File: src/rtl/emg_pkg.sv
// Shared constants and types for the emergency stop output guard.
// Assumes byte-wide register access and a one-bit register address.
package emg_pkg;
    localparam int DW         = 8;
    localparam int BIT_ARM    = 0;   // control: arm
    localparam int BIT_RET    = 1;   // control: return command, reads 0
    localparam int BIT_STAT   = 2;   // control: tripped status, read-only
    localparam logic ADDR_CTRL = 1'b0;
    localparam logic ADDR_KEY  = 1'b1;

    typedef enum logic [1:0] {
        KEY_IDLE = 2'd0,
        KEY_HALF = 2'd1,
        KEY_OPEN = 2'd2
    } key_state_t;
endpackage

File: src/rtl/emg_sync.sv
// Multi-stage synchronizer for the active-low emergency input.
// Assumes the input is asynchronous. It resets to the inactive (high) level.
module emg_sync #(
    parameter int STAGES = 2
) (
    input  logic clk,
    input  logic rst_n,
    input  logic async_n,
    output logic sync_n
);
    logic [STAGES-1:0] chain_q;

    // Shift the raw input through the flop chain.
    generate
        for (genvar s = 0; s < STAGES; s++) begin : g_stage
            if (s == 0) begin : g_first
                always_ff @(posedge clk) begin
                    if (!rst_n) chain_q[0] <= 1'b1;
                    else        chain_q[0] <= async_n;
                end
            end else begin : g_next
                always_ff @(posedge clk) begin
                    if (!rst_n) chain_q[s] <= 1'b1;
                    else        chain_q[s] <= chain_q[s-1];
                end
            end
        end
    endgenerate

    assign sync_n = chain_q[STAGES-1];
endmodule

File: src/rtl/emg_unlock.sv
// Tracks the two-byte key written to the write-only key register.
// Assumes key_we and ctrl_we are never high together. An open key is
// used up by the next control write.
module emg_unlock
    import emg_pkg::*;
#(
    parameter logic [DW-1:0] KEY_A = 8'h5A,
    parameter logic [DW-1:0] KEY_B = 8'hA5
) (
    input  logic          clk,
    input  logic          rst_n,
    input  logic          key_we,
    input  logic [DW-1:0] key_data,
    input  logic          ctrl_we,
    output logic          open
);
    key_state_t state_q, state_d;

    // Next state: an ordered key match advances, anything else restarts.
    always_comb begin
        state_d = state_q;
        if (key_we) begin
            if (key_data == KEY_A)                          state_d = KEY_HALF;
            else if (key_data == KEY_B && state_q == KEY_HALF) state_d = KEY_OPEN;
            else                                            state_d = KEY_IDLE;
        end else if (ctrl_we && state_q == KEY_OPEN) begin
            state_d = KEY_IDLE;
        end
    end

    // State register.
    always_ff @(posedge clk) begin
        if (!rst_n) state_q <= KEY_IDLE;
        else        state_q <= state_d;
    end

    assign open = (state_q == KEY_OPEN);

    AST_OPEN_NEEDS_KEY: assert property (@(posedge clk) disable iff (!rst_n)
        $rose(open) |-> $past(key_we && key_data == KEY_B));
    AST_OPEN_USED_ONCE: assert property (@(posedge clk) disable iff (!rst_n)
        (open && ctrl_we) |=> !open);
endmodule

File: src/rtl/emg_trip.sv
// Protective-state latch and phase output gating.
// Assumes emg_act is already synchronized. Setting wins over a return request.
module emg_trip #(
    parameter int NPHASE = 6
) (
    input  logic              clk,
    input  logic              rst_n,
    input  logic              arm,
    input  logic              emg_act,
    input  logic              ret_req,
    input  logic [NPHASE-1:0] phase_in,
    output logic              tripped,
    output logic [NPHASE-1:0] phase_out
);
    logic trip_q;

    // Latch on an armed emergency level; clear on return once the input is inactive.
    always_ff @(posedge clk) begin
        if (!rst_n)                 trip_q <= 1'b0;
        else if (arm && emg_act)    trip_q <= 1'b1;
        else if (ret_req && !emg_act) trip_q <= 1'b0;
    end

    // Force every phase inactive while tripped.
    generate
        for (genvar p = 0; p < NPHASE; p++) begin : g_gate
            assign phase_out[p] = phase_in[p] & ~trip_q;
        end
    endgenerate

    assign tripped = trip_q;

    AST_TRIP_SET: assert property (@(posedge clk) disable iff (!rst_n)
        (arm && emg_act) |=> tripped);
    AST_RET_BLOCKED: assert property (@(posedge clk) disable iff (!rst_n)
        (tripped && emg_act) |=> tripped);
    AST_PHASE_ZERO: assert property (@(posedge clk) disable iff (!rst_n)
        tripped |-> (phase_out == '0));
endmodule

File: src/rtl/emg_guard.sv
// Emergency stop output guard: register port, arm bit, key-gated disarm,
// synchronized emergency input and phase gating.
// Assumes one register access per cycle. Read data is combinational.
module emg_guard
    import emg_pkg::*;
#(
    parameter int NPHASE      = 6,
    parameter int SYNC_STAGES = 2
) (
    input  logic              clk,
    input  logic              rst_n,
    input  logic              reg_we,
    input  logic              reg_addr,
    input  logic [DW-1:0]     reg_wdata,
    output logic [DW-1:0]     reg_rdata,
    input  logic              emg_n,
    input  logic [NPHASE-1:0] phase_in,
    output logic [NPHASE-1:0] phase_out
);
    logic ctrl_we, key_we, unlock_open, arm_q, emg_sync_n, tripped;

    assign ctrl_we = reg_we && (reg_addr == ADDR_CTRL);
    assign key_we  = reg_we && (reg_addr == ADDR_KEY);

    emg_sync #(.STAGES(SYNC_STAGES)) u_sync (
        .clk(clk), .rst_n(rst_n), .async_n(emg_n), .sync_n(emg_sync_n)
    );

    emg_unlock u_unlock (
        .clk(clk), .rst_n(rst_n), .key_we(key_we), .key_data(reg_wdata),
        .ctrl_we(ctrl_we), .open(unlock_open)
    );

    // Arm bit: set freely, cleared only through an open key.
    always_ff @(posedge clk) begin
        if (!rst_n) arm_q <= 1'b1;
        else if (ctrl_we) begin
            if (reg_wdata[BIT_ARM]) arm_q <= 1'b1;
            else if (unlock_open)   arm_q <= 1'b0;
        end
    end

    emg_trip #(.NPHASE(NPHASE)) u_trip (
        .clk(clk), .rst_n(rst_n), .arm(arm_q), .emg_act(!emg_sync_n),
        .ret_req(ctrl_we && reg_wdata[BIT_RET]),
        .phase_in(phase_in), .tripped(tripped), .phase_out(phase_out)
    );

    // Read mux: the key register always reads zero.
    always_comb begin
        reg_rdata = '0;
        if (reg_addr == ADDR_CTRL) begin
            reg_rdata[BIT_ARM]  = arm_q;
            reg_rdata[BIT_STAT] = tripped;
        end
    end

    AST_DISARM_KEYED: assert property (@(posedge clk) disable iff (!rst_n)
        $fell(arm_q) |-> $past(unlock_open));
    AST_KEY_READS_ZERO: assert property (@(posedge clk) disable iff (!rst_n)
        (reg_addr == ADDR_KEY) |-> (reg_rdata == '0));
    AST_DISARMED_QUIET: assert property (@(posedge clk) disable iff (!rst_n)
        (!arm_q && !tripped) |=> !tripped);
endmodule

File: config.mk
export PLATFORM = sky130hd
export DESIGN_NAME = emg_guard
export DESIGN_NICKNAME = d
export VERILOG_FILES = /design/src/rtl/emg_pkg.sv /design/src/rtl/emg_sync.sv /design/src/rtl/emg_unlock.sv /design/src/rtl/emg_trip.sv /design/src/rtl/emg_guard.sv
export SDC_FILE = /design/constraint.sdc
export NUM_CORES = 1
export LEC_CHECK = 0
export CORE_MARGIN = 2
export CORE_UTILIZATION = 27
export CTS_CLUSTER_DIAMETER = 100
export CTS_CLUSTER_SIZE = 24
export DETAILED_ROUTE_END_ITERATION = 10
export PLACE_DENSITY_LB_ADDON = 0.05
export SLEW_MARGIN = 20
export SYNTH_ARGS = -nofsm -noshare
export SYNTH_HDL_FRONTEND = slang
export SYNTH_SLANG_ARGS = --single-unit
File: constraint.sdc
create_clock -name clk -period 0.8 [get_ports clk]
set_input_delay 0.16 -clock clk [delete_from_list [all_inputs] [get_ports clk]]
set_output_delay 0.16 -clock clk [all_outputs]
set_load 0.05 [all_outputs]
==> results of run 1 <==
## per-stage QoR
stage / setup TNS, ns / hold slack (ns) / setup slack [ns] / util [%]
4_1_cts: -2.527 / 0.3564 / -0.3925 / 64.67
5_1_grt: -2.766 / 0.2503 / -0.4154 / 65.05
6_report: -2.436 / 0.2281 / -0.3805 / 65.05
3_3_place_gp: -4.940 / 0.4047 / -0.5489 / 62.77
2_1_floorplan: -0.3799 / 0.2330 / -0.06948 / -
3_5_place_dp: -4.993 / 0.4092 / -0.5667 / 62.77
## worst min path at each step
stage / from / endpoint / slack (ns) / cells past startpoint
after floorplan: rst_n / u_sync.chain_q[0]$_SDFF_PN1_ / 0.23 / 1
after CTS: reg_addr / u_unlock.state_q[0]$_SDFFE_PN0P_ / 0.36 / 3
after global routing: rst_n / u_unlock.state_q[1]$_SDFFE_PN0P_ / 0.25 / 3
final: rst_n / u_unlock.state_q[1]$_SDFFE_PN0P_ / 0.23 / 3
after detailed placement: u_sync.chain_q[0]$_SDFF_PN1_ / u_sync.sync_n$_SDFF_PN1_ / 0.41 / 1
after global placement: u_sync.chain_q[0]$_SDFF_PN1_ / u_sync.sync_n$_SDFF_PN1_ / 0.40 / 1
## placed cells by master, fill, tap and decap left out
cell type	n
and2b_2	1
and4b_1	1
nor2b_4	6
dfxtp_4	1
nand2_1	4
nor4bb_2	1
and2b_4	1
buf_6	2
dlymetal6s2s_1	1
nor2b_2	1
a211oi_2	1
nand4b_1	1
nand4_1	1
nand3b_1	1
buf_2	2
buf_4	8
nand2b_1	2
a21oi_1	2
nor4b_4	1
nor2b_1	1
conb_1	6
clkdlybuf4s50_1	7
nor2_1	1
a221o_1	1
nor4bb_4	1
clkbuf_2	6
clkbuf_4	3
dfxtp_1	3
clkbuf_1	1
inv_2	1
dfxtp_2	2
a41oi_2	1
buf_12	8
## layer usage
layer  routed length (um)  up-vias
met2                  481       29
met3                  122        0
met1                  532      184
li1                     -      213
met4                    0        0
met5                    0        -
## cell type report
class	instances	area [sq um]	area share [%]
Clock buffer	4	26.28	3.066
Inverter	1	3.754	0.4380
Multi-Input combinational cell	35	316.6	36.93
Sequential cell	6	126.4	14.74
Tap cell	15	18.77	2.190
Timing Repair Buffer	34	365.4	42.63
## state kept, by name (all words and copies together), names as in the netlist
| name | cells |
|---|---|
| arm_q | 1 |
| u_unlock.state_q | 2 |
| u_sync.sync_n | 1 |
| u_trip.tripped | 1 |
| u_sync.chain_q | 1 |
## critical path: stages, from the launching register on
cell,delay [ns]
dfxtp_4,0.46
and2b_4,0.19
buf_12,0.13
## cells by family (layout without fill, tap and decap cells)
| logic type | after synthesis | in the layout | share of synthesized area, % |
|---|---|---|---|
| and+or+nand+nor | 24 | 24 | 45.60 |
| buffers and inverters | 7 | 39 | 12.70 |
| DFF | 6 | 6 | 31.27 |
| AOI/OAI and AO/OA | 5 | 5 | 9.448 |
| other | 1 | 6 | 0.9763 |
## report_power, final
group | internal (mW) | switching [mW]
Combinational | 0.233 | 0.239
Clock | 0.189 | 0.106
Sequential | 0.306 | 0.0148
Total | 0.727 | 0.359
## repair_timing
action                                 CTS  global route
endpoints found under the hold margin    0             0
pin swaps                                5             8
cloned                                   0             0
resized for setup                       23            25
setup endpoints to repair               12            12
==> results_dict.tcl, run 1 <==
set metrics [dict create \
    r2r_end "arm_q$_SDFFE_PN1P_" \
    yosys_most_used_dff "dfxtp_1" \
    rsz0062_at_grt "yes" \
    power_mw 1.087 \
    critPathLaunch "u_trip.tripped$_SDFFE_PN0P_" \
    gp_congestion 0.7560 \
    dr.pass1.iters 4 \
    hpwl_um 893.8 \
    globalRouteMet3Util_pct 7.826 \
    drc_errors 0 \
    num_vias 426 \
    synthTopCellsByArea "dfxtp_1, nor2b_1, buf_4, nor4b_4, nor4bb_1" \
    fin_cells 95 \
    yosysMostFrequentCell "nor2b_1" \
    track_usage_pct 13.88 \
    hold_violations 0 \
    ir_drop_v 0.001171 \
    reg2regPathDepth 2 \
    yosys_warnings 0 \
    wl_per_cell_um 11.96 \
    async_reset_ff_share_pct 0 \
    path_clk_slew_ns 0.05 \
    ys_seq_area_share_pct 31.27 \
    grt_pass1_wl_um 1876 \
    path_class "reg2out" \
    place_area_sq_um 827.0 \
    failed_checks "setup timing" \
    setup_violations 9 \
    leakagePower_nw 0.3955 \
    drtAntennaViolNets 0 \
    fin_ws_ns -0.3805 \
    initial_core_util_pct 29.15 \
    grt_max_degree 9 \
    clockBufferDepth 2 \
    met2_usage_pct 18.44 \
    cp-endpoint "reg_rdata[2]" \
    stdcell_area_sq_um 857.1 \
    synth-seq-cells 6 \
    routed_wl_um 1136 \
    crit_fanout 8 \
    via_per_inst 4.484 \
    postCtsSetupRepairBufs 0 \
    grt_pass1_vias 415 \
    diodes 0 \
    num_rows 13 \
    synth_edf_count 0 \
    cts_buffers 3 \
    finalCritPeriodShare_pct 147.6 \
    insertion_delay_ns 0.24 \
    maxCapViolations 0 \
    nNetsFinal 100 \
    endpoint_kind "output pin" \
    grt-ovfl-total 0 \
    n_fill_cell 122 \
    syn_to_final_growth_pct 123.1 \
    synth.distinct_cells 19 \
    layout-drive-gt1-share_pct 58.75 \
    worstPathArrival_ns 1.02 \
    coreArea_sq_mm 0.001318 \
    post-route-min-period_ns 1.181 \
    synth_top_area_share_pct 31.27 \
    ctsHoldBuffers 0 \
    r2r_slack_ns -0.05 \
    synthTopCellsByCount "nor2b_1, buf_4, dfxtp_1" \
    p_per_area_mw_per_mm2 1268 \
    synth_area_sq_um 384.1 \
    die_h_um 41.72 \
    first_iter_violations 2 \
    portBuffers 26 \
    outcome "finished with violations" \
    syn_avg_cell_area_sq_um 8.933 \
    r2r-start "u_unlock.state_q[0]$_SDFFE_PN0P_" \
    die_x_um 41.72 \
    io_pins 33 \
    place_inst 91 \
    synth_cells 43 \
    die-area_sq_mm 0.001741 \
    worst_setup_path_start_kind "flop" \
    max_freq_ghz 0.8471 \
    grt.busiest_layer "met1" \
    cts-root-buf "clkbuf_4" \
    antenna_found_initial 0 \
    use_met1_pct 18.85 \
    cp_data_required_time_ns 0.64 \
    hold_class "in2reg" \
    clock_skew_ns 0.001884 \
    maxSlewViolCount 0 \
    synth_area_leader_cell "dfxtp_1" \
    cts_tree "built" \
    cts.sinks 6 \
    htree_num_levels 1 \
]
(Power assumes the default switching activity.)
==> run 2, diff against run 1 <==
--- a/config.mk
+++ b/config.mk
@@ -5,11 +5,11 @@
 export SDC_FILE = /design/constraint.sdc
 export NUM_CORES = 1
 export LEC_CHECK = 0
-export CORE_MARGIN = 2
-export CORE_UTILIZATION = 27
+export CORE_AREA = 2 2 39 41
 export CTS_CLUSTER_DIAMETER = 100
 export CTS_CLUSTER_SIZE = 24
 export DETAILED_ROUTE_END_ITERATION = 10
+export DIE_AREA = 0 0 41 43
 export PLACE_DENSITY_LB_ADDON = 0.05
 export SLEW_MARGIN = 20
 export SYNTH_ARGS = -nofsm -noshare
==> constraint.sdc (replaced) <==
create_clock -name clk -period 1.5 [get_ports clk]
set_input_delay 0.3 -clock clk [delete_from_list [all_inputs] [get_ports clk]]
set_output_delay 0.3 -clock clk [all_outputs]
set_load 0.05 [all_outputs]
==> run 2 against run 1 <==
The flow now finishes without violations. Combinational power down 51%. Routed wire length down 15%. Design area down 11%. Clock-buffer cell count down 1. Largest power group unchanged.
==> results_dict.tcl, run 2 (same netlist as run 1, synthesis figures left out) <==
set metrics [dict create \
    outcome "completed" \
    final_common_cell "clkdlybuf4s50_1" \
    insertion_delay_ns 0.24 \
    critPathLaunch "phase_in[0]" \
    diodes 0 \
    crit_fanout 1 \
    die-area_sq_mm 0.001763 \
    setup_violations 0 \
    place_inst 87 \
    drtAntennaViolNets 0 \
    grt_max_degree 9 \
    path_class "in2out" \
    initial_core_util_pct 27.76 \
    drc_errors 0 \
    gp_congestion 0.7457 \
    worst_setup_path_start_kind "primary input" \
    leakagePower_nw 0.3130 \
    endpoint_kind "output pin" \
    p_per_area_mw_per_mm2 713.8 \
    grt_pass1_vias 361 \
    cts.sinks 6 \
    io_pins 33 \
    clock_skew_ns 0.009246 \
    largest_reg_flops 2 \
    dr.pass1.iters 4 \
    syn_to_final_growth_pct 98.37 \
    path_clk_slew_ns 0.05 \
    grt_pass1_wl_um 1642 \
    pre_cts_slack_ns -0.05980 \
    cts_tree "built" \
    fin_ws_ns 0.06549 \
    finalCritPeriodShare_pct 95.63 \
    rsz0062_at_grt "no" \
    r2r-start "u_unlock.state_q[0]$_SDFFE_PN0P_" \
    critPathMaxStageDelay_ns 0.45 \
    first_iter_violations 9 \
    top_register "u_unlock.state_q" \
    htree_num_levels 1 \
    cp-endpoint "phase_out[0]" \
    hold_violations 0 \
    cp_data_required_time_ns 1.20 \
    hpwl_um 844.3 \
    hold_class "reg2reg" \
    fin_cells 90 \
    die_h_um 43 \
    antenna_found_initial 0 \
    die_x_um 41 \
    reg2regPathDepth 2 \
    cts-root-buf "clkbuf_4" \
    clockBufferDepth 2 \
    portBuffers 26 \
    coreArea_sq_mm 0.001384 \
    max_freq_ghz 0.6971 \
    post-route-min-period_ns 1.435 \
    via_per_inst 4.444 \
    wl_per_cell_um 10.73 \
    nNetsFinal 95 \
    r2r_slack_ns 0.66 \
    worstPathArrival_ns 1.13 \
    cts_buffers 3 \
    maxCapViolations 0 \
    grt-ovfl-total 0 \
    cpMaxStageDelayCell "clkdlybuf4s50_1" \
    track_usage_pct 13.72 \
    maxSlewViolCount 0 \
    layout-drive-gt1-share_pct 22.97 \
    final_cell_mix "clkdlybuf4s50_1, nor2b_1, buf_12" \
    num_rows 14 \
    routed_wl_um 966 \
    ir_drop_v 0.0005458 \
    r2r_end "arm_q$_SDFFE_PN1P_" \
    postCtsSetupRepairBufs 0 \
    crit_chain "clkdlybuf4s50_1 > nor2b_1 > buf_12" \
    num_vias 400 \
]
-- run 2: cell count changes in the layout (fill, tap and decap cells not counted), sizes merged --
cell / change
buf: -9
clkdlybuf4s50: +10
dlygate4sd2: +1
dlymetal6s2s: -1
clkbuf: -7
-- run 2: how the worst min path moves through the flow --
| stage | startpoint | cells past startpoint | end |
|---|---|---|---|
| 2_1_floorplan | rst_n | 1 | u_sync.chain_q[0]$_SDFF_PN1_ |
| 3_3_place_gp | u_sync.chain_q[0]$_SDFF_PN1_ | 1 | u_sync.sync_n$_SDFF_PN1_ |
| 3_5_place_dp | u_sync.chain_q[0]$_SDFF_PN1_ | 1 | u_sync.sync_n$_SDFF_PN1_ |
| 4_1_cts | u_sync.chain_q[0]$_SDFF_PN1_ | 1 | u_sync.sync_n$_SDFF_PN1_ |
| 5_1_grt | u_sync.chain_q[0]$_SDFF_PN1_ | 1 | u_sync.sync_n$_SDFF_PN1_ |
| 6_report | u_sync.chain_q[0]$_SDFF_PN1_ | 1 | u_sync.sync_n$_SDFF_PN1_ |
-- run 2: final cells by class --
type / instances / area [sq um]
repair buffers: 29 / 361.6
fillers: 129 / 621.8
well taps: 16 / 20.02
flip-flops and latches: 6 / 120.1
multi-input cells: 35 / 234.0
clock buffers: 3 / 22.52
inverters: 1 / 3.754
-- run 2: metrics by stage --
step / utilization (%) / hold slack (ns) / TNS [ns] / power, mW / instance area [sq um]
2_1_floorplan: - / 0.3730 / 0 / 0.2879 / 402.9
3_3_place_gp: 53.53 / 0.3916 / -0.05439 / 0.4036 / 740.7
3_5_place_dp: 53.53 / 0.3998 / -0.09469 / 0.4042 / 740.7
4_1_cts: 55.06 / 0.3992 / 0 / 0.5553 / 762.0
5_1_grt: 55.06 / 0.4062 / 0 / 0.5804 / 762.0
6_report: 55.06 / 0.3948 / 0 / 0.5439 / 762.0
-- run 2: where the power goes --
part / internal (mW) / switching, mW / leakage, nW / total (mW)
clock network: 0.0902 / 0.0546 / 0.0138 / 0.145
registers: 0.164 / 0.00356 / 0.0490 / 0.168
logic: 0.112 / 0.120 / 0.250 / 0.231
total: 0.366 / 0.178 / 0.313 / 0.544
-- run 2: worst max-delay path, delay by kind of cell --
family                 cells  cell delay, ns
AND/OR/NAND/NOR            1            0.22
buffers and inverters      2            0.62
-- run 2: repair_timing --
| item | in CTS | in global routing |
|---|---|---|
| setup endpoints to repair | 2 | 0 |
| gates resized for setup | 1 | 0 |
| hold buffers | 0 | 0 |
-- run 2: layer usage --
| metal | wire length (um) | global-route usage (%) |
|---|---|---|
| met4 | 0 | 4.000 |
| met1 | 384 | 16.99 |
| met5 | 0 | 0 |
| met2 | 458 | 20.00 |
| met3 | 122 | 7.330 |
